`src/rtl/pwm_action_qual.sv`:
```
module pwm_action_qual #(
  parameter int DW = 16
) (
  input  logic          clk,
  input  logic          rst_n,
  input  logic          tick,
  input  logic          cnt_zero,
  input  logic          cnt_period,
  input  logic          cnt_up,
  input  logic          cmp_a_hit,
  input  logic          cmp_b_hit,
  input  logic          wr_en,
  input  logic [1:0]    wr_sel,
  input  logic [DW-1:0] wr_data,
  output logic          pwm_a,
  output logic          pwm_b
);
  localparam int AWW = 12;

  logic [AWW-1:0] word_a, word_b;
  logic [1:0] os_act_a, os_act_b;
  logic       os_arm_a, os_arm_b;
  logic [1:0] rld;
  logic [1:0] sh_a, sh_b, hold_a, hold_b;
  logic [1:0] eff_a, eff_b;
  logic       load_now, nxt_a, nxt_b;

  wire wr_word_a = wr_en && wr_sel == 2'd0;
  wire wr_word_b = wr_en && wr_sel == 2'd1;
  wire wr_os     = wr_en && wr_sel == 2'd2;
  wire wr_frc    = wr_en && wr_sel == 2'd3;

  assign load_now = tick && ((rld == 2'd0 && cnt_zero) ||
                             (rld == 2'd1 && cnt_period) ||
                             (rld == 2'd2 && (cnt_zero || cnt_period)));
  assign eff_a = load_now ? sh_a : hold_a;
  assign eff_b = load_now ? sh_b : hold_b;

  function automatic logic [1:0] pick(input logic [AWW-1:0] w, input logic arm,
                                      input logic [1:0] os, input logic up,
                                      input logic ca, input logic cb,
                                      input logic prd, input logic zro);
    if (arm)      return os;
    else if (ca)  return up ? w[5:4] : w[7:6];
    else if (cb)  return up ? w[9:8] : w[11:10];
    else if (prd) return w[3:2];
    else if (zro) return w[1:0];
    else          return 2'b00;
  endfunction

  function automatic logic apply(input logic [1:0] frc, input logic [1:0] act,
                                 input logic cur);
    if (frc == 2'b01) return 1'b0;
    if (frc == 2'b10) return 1'b1;
    case (act)
      2'b01:   return 1'b0;
      2'b10:   return 1'b1;
      2'b11:   return ~cur;
      default: return cur;
    endcase
  endfunction

  assign nxt_a = apply(eff_a, pick(word_a, os_arm_a, os_act_a, cnt_up,
                       cmp_a_hit, cmp_b_hit, cnt_period, cnt_zero), pwm_a);
  assign nxt_b = apply(eff_b, pick(word_b, os_arm_b, os_act_b, cnt_up,
                       cmp_a_hit, cmp_b_hit, cnt_period, cnt_zero), pwm_b);

  always_ff @(posedge clk) begin
    if (!rst_n) begin
      word_a <= '0; word_b <= '0;
      os_act_a <= '0; os_act_b <= '0;
      os_arm_a <= 1'b0; os_arm_b <= 1'b0;
      rld <= '0;
      sh_a <= '0; sh_b <= '0; hold_a <= '0; hold_b <= '0;
      pwm_a <= 1'b0; pwm_b <= 1'b0;
    end else begin
      if (wr_word_a) word_a <= wr_data[AWW-1:0];
      if (wr_word_b) word_b <= wr_data[AWW-1:0];
      if (tick) begin
        os_arm_a <= 1'b0;
        os_arm_b <= 1'b0;
        pwm_a    <= nxt_a;
        pwm_b    <= nxt_b;
      end
      if (wr_os) begin
        os_act_a <= wr_data[1:0];
        os_act_b <= wr_data[4:3];
        rld      <= wr_data[7:6];
        if (wr_data[2]) os_arm_a <= 1'b1;
        if (wr_data[5]) os_arm_b <= 1'b1;
      end
      if (wr_frc) begin
        sh_a <= wr_data[1:0];
        sh_b <= wr_data[3:2];
      end
      if (rld == 2'd3) begin
        hold_a <= wr_frc ? wr_data[1:0] : sh_a;
        hold_b <= wr_frc ? wr_data[3:2] : sh_b;
      end else if (load_now) begin
        hold_a <= sh_a;
        hold_b <= sh_b;
      end
    end
  end


  rst_low_chk: assert property (@(posedge clk) !rst_n |=> !pwm_a && !pwm_b);


  hold_no_tick_chk: assert property (@(posedge clk) disable iff (!rst_n)
    !tick |=> $stable(pwm_a) && $stable(pwm_b));


  os_disarm_a_chk: assert property (@(posedge clk) disable iff (!rst_n)
    tick && !(wr_os && wr_data[2]) |=> !os_arm_a);


  os_disarm_b_chk: assert property (@(posedge clk) disable iff (!rst_n)
    tick && !(wr_os && wr_data[5]) |=> !os_arm_b);


  frc_low_chk: assert property (@(posedge clk) disable iff (!rst_n)
    tick && eff_a == 2'b01 |=> !pwm_a);


  frc_high_chk: assert property (@(posedge clk) disable iff (!rst_n)
    tick && eff_b == 2'b10 |=> pwm_b);


  imm_load_chk: assert property (@(posedge clk) disable iff (!rst_n)
    rld == 2'd3 && wr_frc |=> hold_a == $past(wr_data[1:0]) &&
                              hold_b == $past(wr_data[3:2]));
endmodule

```
`config.mk`:
```
export PLATFORM = sky130hd
export DESIGN_NAME = pwm_action_qual
export DESIGN_NICKNAME = d
export VERILOG_FILES = /design/src/rtl/pwm_action_qual.sv
export SDC_FILE = /design/constraint.sdc
export NUM_CORES = 1
export LEC_CHECK = 0
export BUFFER_PORTS_ARGS = -buffer_cell sky130_fd_sc_hd__buf_4
export CORE_ASPECT_RATIO = 1.75
export CORE_MARGIN = 5
export CORE_UTILIZATION = 56
export CTS_CLUSTER_SIZE = 30
export DETAILED_ROUTE_END_ITERATION = 12
export PLACE_DENSITY = 0.78
export SYNTH_ARGS = -nofsm -noshare
export SYNTH_HDL_FRONTEND = slang
export SYNTH_SLANG_ARGS = --single-unit
```
`constraint.sdc`:
```
create_clock -name clk -period 2.5 [get_ports clk]
set_clock_uncertainty 0.1 [all_clocks]
set_input_delay 0.5 -clock clk [delete_from_list [all_inputs] [get_ports clk]]
set_output_delay 0.5 -clock clk [all_outputs]
set_load 0.05 [all_outputs]
```
==> run_results.csv <==
group,metric,value,unit
run_status,status,"finished, final reports clean",
grt,grt_use_total,18.11,%
power,p_per_area,544.7,nW/um2
job,maxCapViolations,0,
floorplanning,rows,29,
placed_design,dpl.cell_count,288,
route,drc,0,
grt,grt_first_pass_wirelength,7.265,mm
finish,area_growth,14.24,%
grt,grtUsageMet1,18.75,%
critical_path,critPathKind,"in -> reg",
floorplanning,dieHeight,91,um
yosys,synth_area,2100,um2
placed_design,port_buffers,24,
critical_path,cp_data_arrival_time,2.15,ns
route,wl_per_cell,14.72,um
critical_path,required,2.58,ns
clock_network,root_buffer,"clkbuf_8",
floorplanning,die_w,56.29,um
route,drtAntennaViolNets,0,
critical_path,crit_family,"compound AO/OA/AOI/OAI gates",
sta,fin_setup_tns,0,ns
clock_network,cts_tree,"done",
power,ir_worst_vdd,0.4241,mV
grt,use_met3,3.830,%
grt,globalRouteOverflowTotal,0,
clock_network,numCtsBuffers,5,
finish,final_nets,282,
yosys,synth_edf_count,0,
yosys,synth_seq_cells,42,
critical_path,cp-start-kind,"input pin",
sta,finalSetupViolCount,0,
yosys,ys.flop_type,"dfxtp_1",
power,leakage,1.064,nW
route,totalWireLength,4.356,mm
grt,antenna_found_initial,0,
finish,antenna_cells,0,
floorplanning,io_pins,29,
worst_hold_path,hold_path.class,"in -> reg",
finish,instances_no_fill,296,
placed_design,dpl.hpwl,3.315,mm
critical_path,path_buf_inv,1,
yosys,synthTopCellsByArea,"dfxtp_1 (40%), mux2i_1 (19%), nor2b_1 (9.5%), nand2_1 (4.5%), ha_1 (3.6%)",
placed_design,gp_congestion,0.8190,
clock_network,cts_setup_buffers,0,
clock_network,clock_path_buffers,2,
finish,nFillCells,315,
yosys,post-synth-top-count-cell,"dfxtp_1",
yosys,synth_top_area_share,40.05,%
critical_path,slowest_delay,0.28,ns
floorplanning,dieArea,5122,um2
sta,max_freq,484.7,MHz
clock_network,htreeDepth,2,
yosys,syn_area_per_cell,9.373,um2
yosys,ys_warn_count,0,
sta,rsz0062_at_grt,"no",
sta,finalMaxSlewViolations,0,
yosys,seq_area_frac_synth,40.05,%
clock_network,cts_resized,0,
critical_path,end_kind,"register",
finish,drive_gt1_share,17.20,%
yosys,synth_cell_types,33,
sta,post-route-period-util,82.53,%
critical_path,path_cells,"buf_4 -> and3b_1 -> a211oi_1 -> a21oi_1 -> a21oi_1 -> o21ai_0 -> ha_1 -> nor2_1 -> nand2_1 -> nand2_1 -> mux2i_1 -> nor2b_1",
yosys,synthArstFlopShare,0,%
floorplanning,start_util,57.86,%
yosys,synth_top_area_cell,"dfxtp_1",
grt,grt_max_degree,44,
route,drt_iter0_drc,18,
yosys,synthesis.instances,224,
critical_path,critPathSlowestCell,"ha_1",
yosys,ys_top_cells_by_count,"dfxtp_1 (42), mux2i_1 (40), nor2b_1 (32)",
sta,finalHoldViolCount,0,
clock_network,cts_num_sinks,42,
sta,tightestPinTransition,0.5389,ns
grt,grt.met2_usage,33.98,%
route,via_per_inst,5.287,
clock_network,path_clk_slew,0.08,ns
sta,fin_crit,2.063,ns
grt,grt-busiest-layer,"met2",
floorplanning,core_area,3628,um2
clock_network,insertion_delay,0.29,ns
clock_network,postCtsHoldBufs,0,
route,firstDrtPassIters,4,
critical_path,critPathMaxFanout,10,
yosys,syn-num-nets,257,
sta,slew_headroom,63.94,%
route,vias,1565,
grt,grt_pass1_vias,1612,
layer usage:
layer	vias up	share of wire, %
li1	810	-
met1	726	40
met2	20	55
met3	9	2.3
met4	0	2.5
met5	-	0
layout by cell type (no fill, tap or decap), types with 2 or more instances in the layout:
cell      instances
a211oi_1          3
a21boi_0          6
a21oi_1          12
and3b_1           3
buf_4            30
clkbuf_8          5
dfxtp_1          42
ha_1              6
inv_1             6
mux2i_1          40
nand2_1          25
nand3_1           5
nand3b_1          6
nor2_1            5
nor2b_1          32
o21ai_0           5
o31ai_1           2
or2_2             2
kinds of logic (layout without fill, tap and decap cells):
kind of cell | Yosys count | after routing | synth area share, %
AND/OR/NAND/NOR | 84 | 84 | 22.35
flip-flops | 42 | 42 | 40.05
multiplexers | 40 | 40 | 19.07
AO/OA/AOI/OAI | 34 | 34 | 10.55
buffers and inverters | 18 | 44 | 4.410
adder cells (fa/ha/maj) | 6 | 6 | 3.576
tightest hold or removal path, delay by kind of cell:
| family | cells | cell delay, ns |
|---|---|---|
| buffers and inverters | 1 | 0.08 |
| and+or+nand+nor | 1 | 0.09 |
| muxes | 1 | 0.06 |
sequential cells by signal (all words and copies together) (netlist names):
register and flops:
os_arm_b 1, os_act_a 2, os_arm_a 1, os_act_b 2, sh_b 2, pwm_b 1, hold_a 2, rld 2
word_b 12, pwm_a 1, hold_b 2, word_a 12, sh_a 2
area by class of cell:
| cell class | instances | area [um2] | share of cell area [%] |
|---|---|---|---|
| flip-flops and latches | 42 | 840.8 | 35.05 |
| clock inverters | 2 | 13.76 | 0.5738 |
| repair buffers | 30 | 225.2 | 9.390 |
| clock buffers | 6 | 72.57 | 3.026 |
| multi-input cells | 164 | 1166 | 48.62 |
| well taps | 46 | 57.56 | 2.400 |
| inverters | 6 | 22.52 | 0.9390 |
through the flow:
step	instance area [um2]	hold slack [ns]	setup WS, ns	util [%]	power (mW)
4_1_cts	2399	0.3668	0.4342	66.10	1.319
5_1_grt	2399	0.3621	0.2747	66.10	1.375
3_3_place_gp	2312	0.3567	0.1461	63.72	0.8932
3_5_place_dp	2312	0.3630	0.1366	63.72	0.8954
6_report	2399	0.3688	0.4368	66.10	1.307
2_1_floorplan	2100	0.3436	0.3215	-	0.8317
worst paths after layout:
path	startpoint	endpoint	slack, ns	depth (start not counted)
max	cnt_period	pwm_a$_SDFFE_PN0P_	0.44	12
min	wr_data[8]	word_b[8]$_SDFFE_PN0P_	0.37	3
max reg2reg	word_a[1]$_SDFFE_PN0P_	pwm_a$_SDFFE_PN0P_	0.50	11
min reg2reg	os_act_b[0]$_SDFFE_PN0P_	os_act_b[0]$_SDFFE_PN0P_	0.38	2
where the power goes:
group          switching, mW  internal, mW  total, mW
registers             0.0124         0.691      0.703
logic                 0.0901        0.0864      0.177
clock network          0.230         0.197      0.427
total                  0.332         0.974       1.31
(Power assumes the default switching activity.)
